`config.mk`:
```
export PLATFORM = sky130hd
export DESIGN_NAME = pwm16_timer
export DESIGN_NICKNAME = d
export VERILOG_FILES = /design/src/rtl/pwm_tmr_pkg.sv /design/src/rtl/pwm_tmr_prescale.sv /design/src/rtl/pwm_tmr_counter.sv /design/src/rtl/pwm_tmr_wave.sv /design/src/rtl/pwm_tmr_regs.sv /design/src/rtl/pwm16_timer.sv
export SDC_FILE = /design/constraint.sdc
export NUM_CORES = 1
export LEC_CHECK = 0
export ABC_AREA = 1
export BUFFER_PORTS_ARGS = -buffer_cell sky130_fd_sc_hd__buf_2
export CAP_MARGIN = 10
export CORE_ASPECT_RATIO = 1.75
export CORE_UTILIZATION = 55
export DETAILED_ROUTE_END_ITERATION = 12
export PLACE_DENSITY = 0.78
export SLEW_MARGIN = 10
export SYNTH_ARGS = -nofsm -noshare
export SYNTH_HDL_FRONTEND = slang
export SYNTH_SLANG_ARGS = --single-unit
```
`constraint.sdc`:
```
create_clock -name clk -period 8.46 [get_ports clk]
set_input_delay 0.846 -clock clk [delete_from_list [all_inputs] [get_ports clk]]
set_output_delay 0.846 -clock clk [all_outputs]
set_load 0.01 [all_outputs]
```
`src/rtl/pwm_tmr_pkg.sv`:
```
package pwm_tmr_pkg;

  localparam int ADDR_W = 3;

  localparam logic [ADDR_W-1:0] ADR_CMPA = 3'd0;
  localparam logic [ADDR_W-1:0] ADR_CMPB = 3'd1;
  localparam logic [ADDR_W-1:0] ADR_CNT  = 3'd2;
  localparam logic [ADDR_W-1:0] ADR_CTRL = 3'd3;
  localparam logic [ADDR_W-1:0] ADR_DIV  = 3'd4;
  localparam logic [ADDR_W-1:0] ADR_IEN  = 3'd5;
  localparam logic [ADDR_W-1:0] ADR_FLAG = 3'd6;

  localparam int CB_RUN  = 0;
  localparam int CB_CLR  = 1;
  localparam int CB_OEN  = 2;
  localparam int CB_EXT  = 3;
  localparam int CB_INV  = 4;
  localparam int CB_BUF  = 5;
  localparam int CB_FINE = 6;
  localparam int CB_IDLE = 8;

  typedef struct packed {
    logic idle_lvl;
    logic fine;
    logic buf_en;
    logic invert;
    logic ext_sel;
    logic out_en;
    logic run;
  } tmr_ctrl_t;

endpackage

```
`src/rtl/pwm_tmr_prescale.sv`:
```
module pwm_tmr_prescale #(
  parameter int MAX_SHIFT = 14,
  parameter int CODE_W    = 4
) (
  input  logic              clk,
  input  logic              rst_n,
  input  logic              run,
  input  logic              ext_sel,
  input  logic              ext_clk,
  input  logic [CODE_W-1:0] code,
  output logic              cnt_tick,
  output logic              half_tick
);

  localparam int PW = MAX_SHIFT;
  localparam logic [CODE_W-1:0] SHIFT_CAP = CODE_W'(MAX_SHIFT);

  logic [PW-1:0]     pre_q, pre_n;
  logic [2:0]        sync_q, sync_n;
  logic [CODE_W-1:0] shift;
  logic [PW:0]       span;
  logic [PW-1:0]     lim;
  logic              int_tick, int_half, ext_rise, ext_fall;

  // codes above the cap divide like the cap
  always_comb begin
    shift    = (code > SHIFT_CAP) ? SHIFT_CAP : code;
    span     = ({{PW{1'b0}}, 1'b1} << shift) - {{PW{1'b0}}, 1'b1};
    lim      = span[PW-1:0];
    int_tick = ((pre_q & lim) == lim);
    int_half = (shift == '0) ? int_tick : ((pre_q & lim) == (lim >> 1));
    ext_rise = sync_q[1] & ~sync_q[2];
    ext_fall = ~sync_q[1] & sync_q[2];
    pre_n    = run ? (pre_q + 1'b1) : '0;
    sync_n   = {sync_q[1:0], ext_clk};
  end

  always_ff @(posedge clk or negedge rst_n) begin
    if (!rst_n) begin
      pre_q  <= '0;
      sync_q <= '0;
    end else begin
      pre_q  <= pre_n;
      sync_q <= sync_n;
    end
  end

  assign cnt_tick  = run & (ext_sel ? ext_rise : int_tick);
  assign half_tick = run & (ext_sel ? ext_fall : int_half);

endmodule

```
`src/rtl/pwm_tmr_counter.sv`:
```
module pwm_tmr_counter #(
  parameter int W = 16
) (
  input  logic         clk,
  input  logic         rst_n,
  input  logic         tick,
  input  logic         fine,
  input  logic [W-1:0] cmp_a,
  input  logic [W-1:0] cmp_b,
  input  logic         clr,
  input  logic         load,
  input  logic [W-1:0] load_val,
  output logic [W-1:0] cnt,
  output logic         match_a,
  output logic         match_b,
  output logic         wrap
);

  logic [W-1:0] cnt_q, cnt_n, step, pos_a, pos_b;
  logic         cnt_en, at_end, quiet;

  always_comb begin
    pos_a   = fine ? (cmp_a >> 1) : cmp_a;
    pos_b   = fine ? (cmp_b >> 1) : cmp_b;
    at_end  = (cnt_q == pos_b);
    step    = at_end ? '0 : (cnt_q + 1'b1);
    quiet   = ~clr & ~load;
    cnt_en  = clr | load | tick;
    cnt_n   = clr ? '0 : (load ? load_val : step);
    match_a = tick & quiet & (step == pos_a);
    match_b = tick & quiet & (step == pos_b);
    wrap    = tick & quiet & at_end;
  end

  always_ff @(posedge clk or negedge rst_n) begin
    if (!rst_n)      cnt_q <= '0;
    else if (cnt_en) cnt_q <= cnt_n;
  end

  assign cnt = cnt_q;

endmodule

```
`src/rtl/pwm_tmr_wave.sv`:
```
module pwm_tmr_wave (
  input  logic clk,
  input  logic rst_n,
  input  logic fine,
  input  logic lsb_a,
  input  logic lsb_b,
  input  logic match_a,
  input  logic match_b,
  input  logic half_tick,
  input  logic clr,
  input  logic out_en,
  input  logic invert,
  input  logic idle_lvl,
  output logic pin
);

  logic phase_q, phase_n;
  logic pend_a_q, pend_a_n, pend_b_q, pend_b_n;
  logic late_a, late_b, go_act, go_idle, fire_a, fire_b, level;

  always_comb begin
    late_a  = fine & lsb_a;
    late_b  = fine & lsb_b;
    fire_a  = half_tick & pend_a_q;
    fire_b  = half_tick & pend_b_q;
    go_act  = (match_a & ~late_a) | fire_a;
    go_idle = (match_b & ~late_b) | fire_b;

    pend_a_n = pend_a_q;
    if (fire_a)           pend_a_n = 1'b0;
    if (match_a & late_a) pend_a_n = 1'b1;
    pend_b_n = pend_b_q;
    if (fire_b)           pend_b_n = 1'b0;
    if (match_b & late_b) pend_b_n = 1'b1;

    phase_n = phase_q;
    if (go_act)  phase_n = 1'b1;
    if (go_idle) phase_n = 1'b0;

    if (clr) begin
      phase_n  = 1'b0;
      pend_a_n = 1'b0;
      pend_b_n = 1'b0;
    end
  end

  always_ff @(posedge clk or negedge rst_n) begin
    if (!rst_n) begin
      phase_q  <= 1'b0;
      pend_a_q <= 1'b0;
      pend_b_q <= 1'b0;
    end else begin
      phase_q  <= phase_n;
      pend_a_q <= pend_a_n;
      pend_b_q <= pend_b_n;
    end
  end

  assign level = phase_q ? ~idle_lvl : idle_lvl;
  assign pin   = out_en & (level ^ invert);

endmodule

```
`src/rtl/pwm_tmr_regs.sv`:
```
module pwm_tmr_regs
  import pwm_tmr_pkg::*;
#(
  parameter int W      = 16,
  parameter int CODE_W = 4,
  parameter int NIRQ   = 2
) (
  input  logic              clk,
  input  logic              rst_n,
  input  logic              wr,
  input  logic [ADDR_W-1:0] addr,
  input  logic [W-1:0]      wdata,
  output logic [W-1:0]      rdata,
  input  logic [W-1:0]      cnt_val,
  input  logic              match_a,
  input  logic              match_b,
  input  logic              wrap,
  output tmr_ctrl_t         ctrl,
  output logic [CODE_W-1:0] div_code,
  output logic [W-1:0]      cmp_a,
  output logic [W-1:0]      cmp_b,
  output logic [NIRQ-1:0]   flags,
  output logic              cnt_wr,
  output logic              clr,
  output logic              irq
);

  tmr_ctrl_t         ctrl_q, ctrl_n;
  logic [CODE_W-1:0] div_q, div_n;
  logic [NIRQ-1:0]   ien_q, ien_n, flag_q, flag_n, wipe;
  logic [W-1:0]      sha_q, sha_n, shb_q, shb_n, acta_q, acta_n, actb_q, actb_n;

  always_comb begin
    ctrl_n = ctrl_q;
    div_n  = div_q;
    ien_n  = ien_q;
    sha_n  = sha_q;
    shb_n  = shb_q;
    acta_n = acta_q;
    actb_n = actb_q;
    wipe   = '0;

    if (wrap && ctrl_q.buf_en) begin
      acta_n = sha_q;
      actb_n = shb_q;
    end

    if (wr) begin
      unique case (addr)
        ADR_CMPA: begin
          sha_n = wdata;
          if (!ctrl_q.buf_en) acta_n = wdata;
        end
        ADR_CMPB: begin
          shb_n = wdata;
          if (!ctrl_q.buf_en) actb_n = wdata;
        end
        ADR_CTRL: begin
          ctrl_n.idle_lvl = wdata[CB_IDLE];
          ctrl_n.fine     = wdata[CB_FINE];
          ctrl_n.buf_en   = wdata[CB_BUF];
          ctrl_n.invert   = wdata[CB_INV];
          ctrl_n.ext_sel  = wdata[CB_EXT];
          ctrl_n.out_en   = wdata[CB_OEN];
          ctrl_n.run      = wdata[CB_RUN];
        end
        ADR_DIV:  div_n = wdata[CODE_W-1:0];
        ADR_IEN:  ien_n = wdata[NIRQ-1:0];
        ADR_FLAG: wipe  = wdata[NIRQ-1:0];
        default: ;
      endcase
    end

    // a match in the same cycle overrides the write-one clear
    flag_n = (flag_q & ~wipe) | {match_b, match_a};
  end

  always_ff @(posedge clk or negedge rst_n) begin
    if (!rst_n) begin
      ctrl_q <= '0;
      div_q  <= '0;
      ien_q  <= '0;
      flag_q <= '0;
      sha_q  <= '0;
      shb_q  <= '0;
      acta_q <= '0;
      actb_q <= '0;
    end else begin
      ctrl_q <= ctrl_n;
      div_q  <= div_n;
      ien_q  <= ien_n;
      flag_q <= flag_n;
      sha_q  <= sha_n;
      shb_q  <= shb_n;
      acta_q <= acta_n;
      actb_q <= actb_n;
    end
  end

  always_comb begin
    rdata = '0;
    unique case (addr)
      ADR_CMPA: rdata = sha_q;
      ADR_CMPB: rdata = shb_q;
      ADR_CNT:  rdata = cnt_val;
      ADR_CTRL: rdata = {{(W-9){1'b0}}, ctrl_q.idle_lvl, 1'b0, ctrl_q.fine,
                         ctrl_q.buf_en, ctrl_q.invert, ctrl_q.ext_sel,
                         ctrl_q.out_en, 1'b0, ctrl_q.run};
      ADR_DIV:  rdata = {{(W-CODE_W){1'b0}}, div_q};
      ADR_IEN:  rdata = {{(W-NIRQ){1'b0}}, ien_q};
      ADR_FLAG: rdata = {{(W-NIRQ){1'b0}}, flag_q};
      default:  rdata = '0;
    endcase
  end

  assign ctrl     = ctrl_q;
  assign div_code = div_q;
  assign cmp_a    = acta_q;
  assign cmp_b    = actb_q;
  assign flags    = flag_q;
  assign cnt_wr   = wr && (addr == ADR_CNT);
  assign clr      = wr && (addr == ADR_CTRL) && wdata[CB_CLR];
  assign irq      = |(flag_q & ien_q);

endmodule

```
`src/rtl/pwm16_timer.sv`:
```
module pwm16_timer
  import pwm_tmr_pkg::*;
#(
  parameter int W         = 16,
  parameter int CODE_W    = 4,
  parameter int MAX_SHIFT = 14,
  parameter int NIRQ      = 2
) (
  input  logic              clk,
  input  logic              rst_n,
  input  logic              ext_clk,
  input  logic              reg_wr,
  input  logic [ADDR_W-1:0] reg_addr,
  input  logic [W-1:0]      reg_wdata,
  output logic [W-1:0]      reg_rdata,
  output logic              pwm_out,
  output logic              irq
);

  logic [1:0]        rst_sync_q;
  logic              rst_n_i;
  tmr_ctrl_t         ctrl_q;
  logic [CODE_W-1:0] div_code;
  logic [W-1:0]      cmp_a_act, cmp_b_act, cnt_val;
  logic [NIRQ-1:0]   flags;
  logic              cnt_wr, clr, cnt_tick, half_tick, match_a, match_b, wrap;

  // reset asserts at once, releases after two clocks
  always_ff @(posedge clk or negedge rst_n) begin
    if (!rst_n) rst_sync_q <= '0;
    else        rst_sync_q <= {rst_sync_q[0], 1'b1};
  end
  assign rst_n_i = rst_sync_q[1];

  pwm_tmr_regs #(.W(W), .CODE_W(CODE_W), .NIRQ(NIRQ)) u_regs (
    .clk(clk), .rst_n(rst_n_i), .wr(reg_wr), .addr(reg_addr), .wdata(reg_wdata),
    .rdata(reg_rdata), .cnt_val(cnt_val), .match_a(match_a), .match_b(match_b),
    .wrap(wrap), .ctrl(ctrl_q), .div_code(div_code), .cmp_a(cmp_a_act),
    .cmp_b(cmp_b_act), .flags(flags), .cnt_wr(cnt_wr), .clr(clr), .irq(irq)
  );

  pwm_tmr_prescale #(.MAX_SHIFT(MAX_SHIFT), .CODE_W(CODE_W)) u_pre (
    .clk(clk), .rst_n(rst_n_i), .run(ctrl_q.run), .ext_sel(ctrl_q.ext_sel),
    .ext_clk(ext_clk), .code(div_code), .cnt_tick(cnt_tick), .half_tick(half_tick)
  );

  pwm_tmr_counter #(.W(W)) u_cnt (
    .clk(clk), .rst_n(rst_n_i), .tick(cnt_tick), .fine(ctrl_q.fine),
    .cmp_a(cmp_a_act), .cmp_b(cmp_b_act), .clr(clr), .load(cnt_wr),
    .load_val(reg_wdata), .cnt(cnt_val), .match_a(match_a), .match_b(match_b),
    .wrap(wrap)
  );

  pwm_tmr_wave u_wave (
    .clk(clk), .rst_n(rst_n_i), .fine(ctrl_q.fine), .lsb_a(cmp_a_act[0]),
    .lsb_b(cmp_b_act[0]), .match_a(match_a), .match_b(match_b),
    .half_tick(half_tick), .clr(clr), .out_en(ctrl_q.out_en),
    .invert(ctrl_q.invert), .idle_lvl(ctrl_q.idle_lvl), .pin(pwm_out)
  );

endmodule

```
Yosys cells after proc, flatten, opt, wreduce, memory -nomap -nowiden --
Cells that the tools add are included.
Word-level totals: output and inout port bits 18, latch bits 0, bits in registers 117, input port bits 23, logic and storage cells 118, memories kept 0, RAM bits 0, memory bits (read-only) 0
Cells by class: divide/modulo/power cells 0, add/sub/neg operators 3, magnitude comparators 1, multiplexer cells 31, shift operators 1, bitwise logic cells 35, equality and inequality tests 11, $mul 0, reduce and logical (&&, ||, !) cells 15
Operators by type and width (number):
- $mux W16 | 13
- $pmux W16 S7 | 1
- $eq A16 B16 Y1 | 3
- $and A1 B1 Y1 | 18
- $add A16 B1 Y16 const B | 1
- $add A14 B1 Y14 const B | 1
- $and A14 B14 Y14 | 1
- $eq A14 B13 Y1 | 1
- $eq A14 B14 Y1 | 1
- $mux W14 | 1
- $shl A1 B4 Y14 const A | 1
- $sub A14 B1 Y14 const B | 1
- $mux W1 | 13
- $reduce_and A2 Y1 | 5
- $eq A3 B3 Y1 const B | 3
- $reduce_bool A3 Y1 | 3
- $not A1 Y1 | 7
- $eq A3 B2 Y1 const B | 2
- $and A2 B2 Y2 | 2
- $gt A4 B4 Y1 const B | 1
- $logic_and A1 B1 Y1 | 4
- $logic_not A4 Y1 | 1
- $mux W2 | 2
- $mux W4 | 1
- 7 further kinds | 10

Depth between registers and ports, before layout --
depth after elaboration 15, depth in mapped cells 21, depth with buffers taken out 20

Modules after synthesis --
A second synthesis with hierarchy kept.
Second synthesis, totals: cells, all modules 1274, area, all modules 8249.2 µm²
By module, submodules not included:
- pwm_tmr_regs | instances 1, sequential area each 1976.9 µm², cells an instance 556, area each 4088.9 µm²
- pwm_tmr_counter | instances 1, sequential area each 400.4 µm², cells an instance 450, area each 2437.3 µm²
- pwm_tmr_prescale | instances 1, sequential area each 425.4 µm², cells an instance 236, area each 1481.4 µm²
- pwm_tmr_wave | instances 1, sequential area each 75.1 µm², cells an instance 29, area each 187.7 µm²
- pwm16_timer | instances 1, sequential area each 50.0 µm², cells an instance 3, area each 53.8 µm²

Least setup slack after synthesis --
OpenSTA, ideal clock, no wires.
path type in2out, start in reg_addr[0], end out reg_rdata[4], arrival 1717 ps, stages 7, slack 5897 ps, path buffers 1, cell sequence inv_1 > nor2_1 > nand2_1 > inv_1 > clkbuf_1 > nand2_1 > o2111ai_1
Between the ends: cells in the longest elaborated chain, start to end 2
RTL lines:
- start: declaration | RTL line pwm16_timer.sv:13 | input logic [ADDR_W-1:0] reg_addr,
- $eq A3 B3 Y1, or another cell as far along | RTL line pwm_tmr_regs.sv:102 | unique case (addr)
- $pmux W16 S7 * | RTL line pwm_tmr_regs.sv:102
- end: declaration | RTL line pwm16_timer.sv:15 | output logic [W-1:0] reg_rdata,
Every way passes the cells marked *; elsewhere a longest branch is shown, timed or not.

Worst setup path in the final report --
start reg u_regs.ctrl[5] (netlist name), end reg u_regs.actb_q[14] (netlist: u_regs.cmp_b[14])
Between the ends: cells in the longest elaborated chain, start to end 8
RTL lines:
- $mux W16 * | RTL line pwm_tmr_counter.sv:24 | pos_b = fine ? (cmp_b >> 1) : cmp_b;
- $eq A16 B16 Y1 * | RTL line pwm_tmr_counter.sv:25 | at_end = (cnt_q == pos_b);
- $and A1 B1 Y1 * | RTL line pwm_tmr_counter.sv:32 | wrap = tick & quiet & at_end;
- $logic_and A1 B1 Y1 * | RTL line pwm_tmr_regs.sv:43 | if (wrap && ctrl_q.buf_en) begin
- $mux W16 * | RTL line pwm_tmr_regs.sv:43
- $mux W16 | RTL line pwm_tmr_regs.sv:56 | if (!ctrl_q.buf_en) actb_n = wdata;
- $mux W16 | RTL line pwm_tmr_regs.sv:49 | unique case (addr)
- $mux W16 * | RTL line pwm_tmr_regs.sv:48 | if (wr) begin
- net u_regs.actb_n[14] | RTL line pwm_tmr_regs.sv:31 | logic [W-1:0] sha_q, sha_n, shb_q, shb_n, acta_q, acta_n, actb_q, actb_n;
- end signal: assignment | RTL line pwm_tmr_regs.sv:96 | actb_q <= actb_n;
- end: declaration | RTL line pwm_tmr_regs.sv:31
The timed path passes the listed nets; every way through them passes the cells marked *. A chain may end at the register's enable or synchronous reset.

==> metrics.txt <==
Detailed Route WL about 26000 um; Finished Cell Area 0.00861 mm^2; final routed wire length divided by cell count 19.1 um; number of remaining DRC errors 0; slew at the pin closest to its max-slew limit roughly 1100 ps; count of state elements after synthesis 117; number of buffers inserted by post-CTS setup repair 0; library cells used by synthesis 41; largest net degree at the start of global routing between 80 and 90; WS Path Type register to register; Longest Clk Path Bufs 2; vias post-DR approximately 8000; height of the die 159 um; Relative slew margins 27.7%; first-pass GRT wire length about 41000 um; layout net count between 1000 and 1500; Area contributors post-synth sky130_fd_sc_hd__dfrtp_1 (38%), sky130_fd_sc_hd__nand2_1 (18%), sky130_fd_sc_hd__o21ai_0 (7.7%), sky130_fd_sc_hd__inv_1 (7.6%), sky130_fd_sc_hd__nand3_1 (5.3%); kind of end point of the critical path register; Synth warnings 0; max-slew violation count 0; Die Outline Area around 0.015 mm^2; layout overhead on the synthesized area 10.6%; number of nets produced by synthesis between 1000 and 1500; standard cell with the maximum stage delay on the critical path sky130_fd_sc_hd__buf_4; reported leakage power around 0.0044 uW; # fillers around 1400; H-tree depth 4; number of cell rows 57; number of global-route vias before repair 7849; CTS tree done; clock-pin slew reported for the worst setup and hold paths after clock tree synthesis approximately 60 ps; sequential fraction of the synthesis area between 30% and 40%; peak supply drop roughly 0.19 mV; Total Neg Setup Slack 0 ps; Worst Setup Slack post-DPL between 4000 and 5000 ps; Initial Utilization 56.2%; Inserted Clock Buffers 17; Final Critical Period between 3000 and 4000 ps; Stages on worst setup path 15; drt via density a little under 6; DRC marker count from the first detailed-route iteration approximately 600; number of hold violations in the final report 0; initial antenna violation count 0; critical path data arrival time approximately 3600 ps; clock tree root driver cell sky130_fd_sc_hd__clkbuf_16; Post-Synthesis Mean Instance Area about 6.6 um^2; required time at the endpoint of the critical path around 8800 ps; worst reg2reg path endpoint u_regs.cmp_b[14]; clock skew after layout about 11 ps; worst min path class input pin to async pin; Die Width 91.9 um; Worst path top cell family by delay simple AND/OR/NAND/NOR gates; number of top-level design ports between 40 and 50; floorplan core area 0.0138 mm^2; dominant cell type by count on the critical path sky130_fd_sc_hd__nand2_1; TritonRoute pass-1 iters 8; placed inst area 0.00800 mm^2; Synth top area share a little under two fifths; reg2reg path depth 15; DRT antenna net count 0; total power per unit cell area between 300 and 400 mW/mm^2; count of hold-fix buffers inserted at cts 0; fin util between 60% and 70%; maximum capacitance violations 0; global-route congestion overflow total 0; Startpoint Class register; source of the worst register-to-register timing path u_regs.ctrl[5]; total track usage between 30% and 40%; antenna diode instance count 0; min setup slack post-route 5120 ps; final setup fails 0; post-CTS resize count 0; post-synthesis cell type with the largest combined area sky130_fd_sc_hd__dfrtp_1; buffers added on ports 40; fraction of final layout cells with drive strength greater than 1 7.96%; maximum frequency from static timing analysis between 0.2 and 0.3 GHz; maximum net fanout on the critical path 56; total area of multi-input combinational cells ~0.0040 mm^2; final clock period utilization by the worst path between 30% and 40%; Post-Syn Instances 1175; Sequential cell area 0.00293 mm^2; status finished clean; setup slack on the worst flop-to-flop path approximately 5000 ps; cell-by-cell listing of the critical path buf_4, nand2_1, nand3_1, nand2_1, nor2_1, nand2_1, nor2_2, nand2_4, nor2_1, nand2_2, buf_4, inv_2, o21ai_0, a21oi_1, a21oi_1; Num Clock Sinks 117; unrepaired setup endpoints after global routing false; insertion delay of the later-clocked pin in the worst-skew pair ~430 ps; number of buffers and inverters on the critical path 3; delay contributed by the slowest stage of the critical path between 400 and 500 ps; final weighted congestion in routability-driven placement just under 1; post-synthesis instance area 0.00778 mm^2; estimated wirelength of the detail-placed design approximately 19000 um
==> state kept, by name, summed over array words and instances, names as in the netlist <==
register         flops
u_regs.shb_q        16
u_regs.ien_q         2
u_wave.phase_q       1
u_regs.div_code      4
u_wave.pend_b_q      1
u_regs.sha_q        16
u_cnt.cnt           16
u_pre.pre_q         14
u_regs.cmp_a        16
u_wave.pend_a_q      1
u_regs.cmp_b        16
u_regs.ctrl          7
u_regs.flags         2
rst_sync_q           2
u_pre.sync_q         3
==> synth_stat cells <==
cell and instances:
sky130_fd_sc_hd__nor3_2 2, sky130_fd_sc_hd__xnor2_1 2, sky130_fd_sc_hd__o211a_1 1, sky130_fd_sc_hd__nor4_1 2, sky130_fd_sc_hd__o211ai_1 30, sky130_fd_sc_hd__buf_6 6, sky130_fd_sc_hd__nor3b_1 1, sky130_fd_sc_hd__nand2_2 5
sky130_fd_sc_hd__o21ai_0 120, sky130_fd_sc_hd__nand2_1 381, sky130_fd_sc_hd__a21oi_1 22, sky130_fd_sc_hd__o2111ai_1 14, sky130_fd_sc_hd__dfrtp_1 117, sky130_fd_sc_hd__conb_1 1, sky130_fd_sc_hd__and2_1 1, sky130_fd_sc_hd__nor2_1 94
sky130_fd_sc_hd__a221oi_1 5, sky130_fd_sc_hd__buf_4 1, sky130_fd_sc_hd__xor2_1 16, sky130_fd_sc_hd__o31a_1 1, sky130_fd_sc_hd__nand4_1 8, sky130_fd_sc_hd__o21bai_1 1, sky130_fd_sc_hd__a22oi_1 1, sky130_fd_sc_hd__o21ai_1 10
sky130_fd_sc_hd__nand2_4 1, sky130_fd_sc_hd__nand3_2 1, sky130_fd_sc_hd__clkbuf_1 25, sky130_fd_sc_hd__clkinv_1 1, sky130_fd_sc_hd__o221ai_1 2, sky130_fd_sc_hd__buf_2 11, sky130_fd_sc_hd__nor2_4 1, sky130_fd_sc_hd__inv_1 157
sky130_fd_sc_hd__nand3b_1 5, sky130_fd_sc_hd__inv_2 3, sky130_fd_sc_hd__ha_1 3, sky130_fd_sc_hd__nor2_2 6, sky130_fd_sc_hd__or2_2 1, sky130_fd_sc_hd__buf_1 1, sky130_fd_sc_hd__o22ai_1 16, sky130_fd_sc_hd__nand3_1 83
sky130_fd_sc_hd__nor3_1 16
==> worst max path at each step <==
stage | from | to | slack, ps
2_1_floorplan | rst_sync_q[1] | u_cnt.cnt[0] | 4960
3_3_place_gp | reg_addr[2] | u_regs.cmp_b[14] | 4990
6_report | u_regs.ctrl[5] | u_regs.cmp_b[14] | 5120
5_1_grt | u_regs.div_code[3] | u_regs.cmp_b[14] | 4780
4_1_cts | u_regs.div_code[3] | u_cnt.cnt[13] | 5250
3_5_place_dp | reg_addr[2] | u_regs.cmp_b[14] | 4850
==> layout make-up <==
class,instances,area share (%)
multi-input combinational,853,46.7
sequential,117,34.1
inverter,161,7.02
clock buffer,17,4.94
timing repair buffer,43,2.59
tap,177,2.57
clock inverter,15,2.09
==> cell usage in the layout, fill, tap and decap left out, drive strengths merged, types with 8 or more instances in the layout <==
master,count
nor3,18
nand2,387
buf,43
nor2,101
o22ai,16
o211ai,30
a21oi,22
dfrtp,117
o2111ai,14
o21ai,130
nand4,8
nand3,84
clkbuf,17
inv,171
xor2,16
==> where the power goes <==
part	leakage (uW)	switching [uW]	internal, uW	total, uW
combinational	0.00267	711	330	1040
clock	0.000302	304	447	751
sequential	0.00148	162	693	855
total	0.00445	1180	1470	2650
==> stage by stage <==
stage	power, uW	std cells	hold slack [ps]
floorplan	1550	1175	331
global placement	1840	1351	276
detailed placement	1850	1351	283
CTS	2610	1383	179
global route	2810	1383	184
finish	2650	1383	179
==> kinds of logic (layout without fill, tap and decap cells) <==
family                   count (synthesis)  after routing  synth area share [%]
buffers and inverters                  205            236                  10.7
adder cells (fa/ha/maj)                  3              3                 0.482
AO/OA/AOI/OAI                          223            223                  16.8
flip-flops                             117            117                  37.6
XOR/XNOR                                18             18                  2.03
AND/OR/NAND/NOR                        608            608                  32.4
other                                    1              1                0.0482
==> per-layer routing <==
metal	vias up	global-route usage, %	part of all wire [%]
met4	0	38.8	12
li1	3853	-	-
met5	-	0	0
met2	358	63.6	49
met3	164	7.74	5.9
met1	3651	35.9	33
No activity file was read; power rests on OpenSTA's default activity.
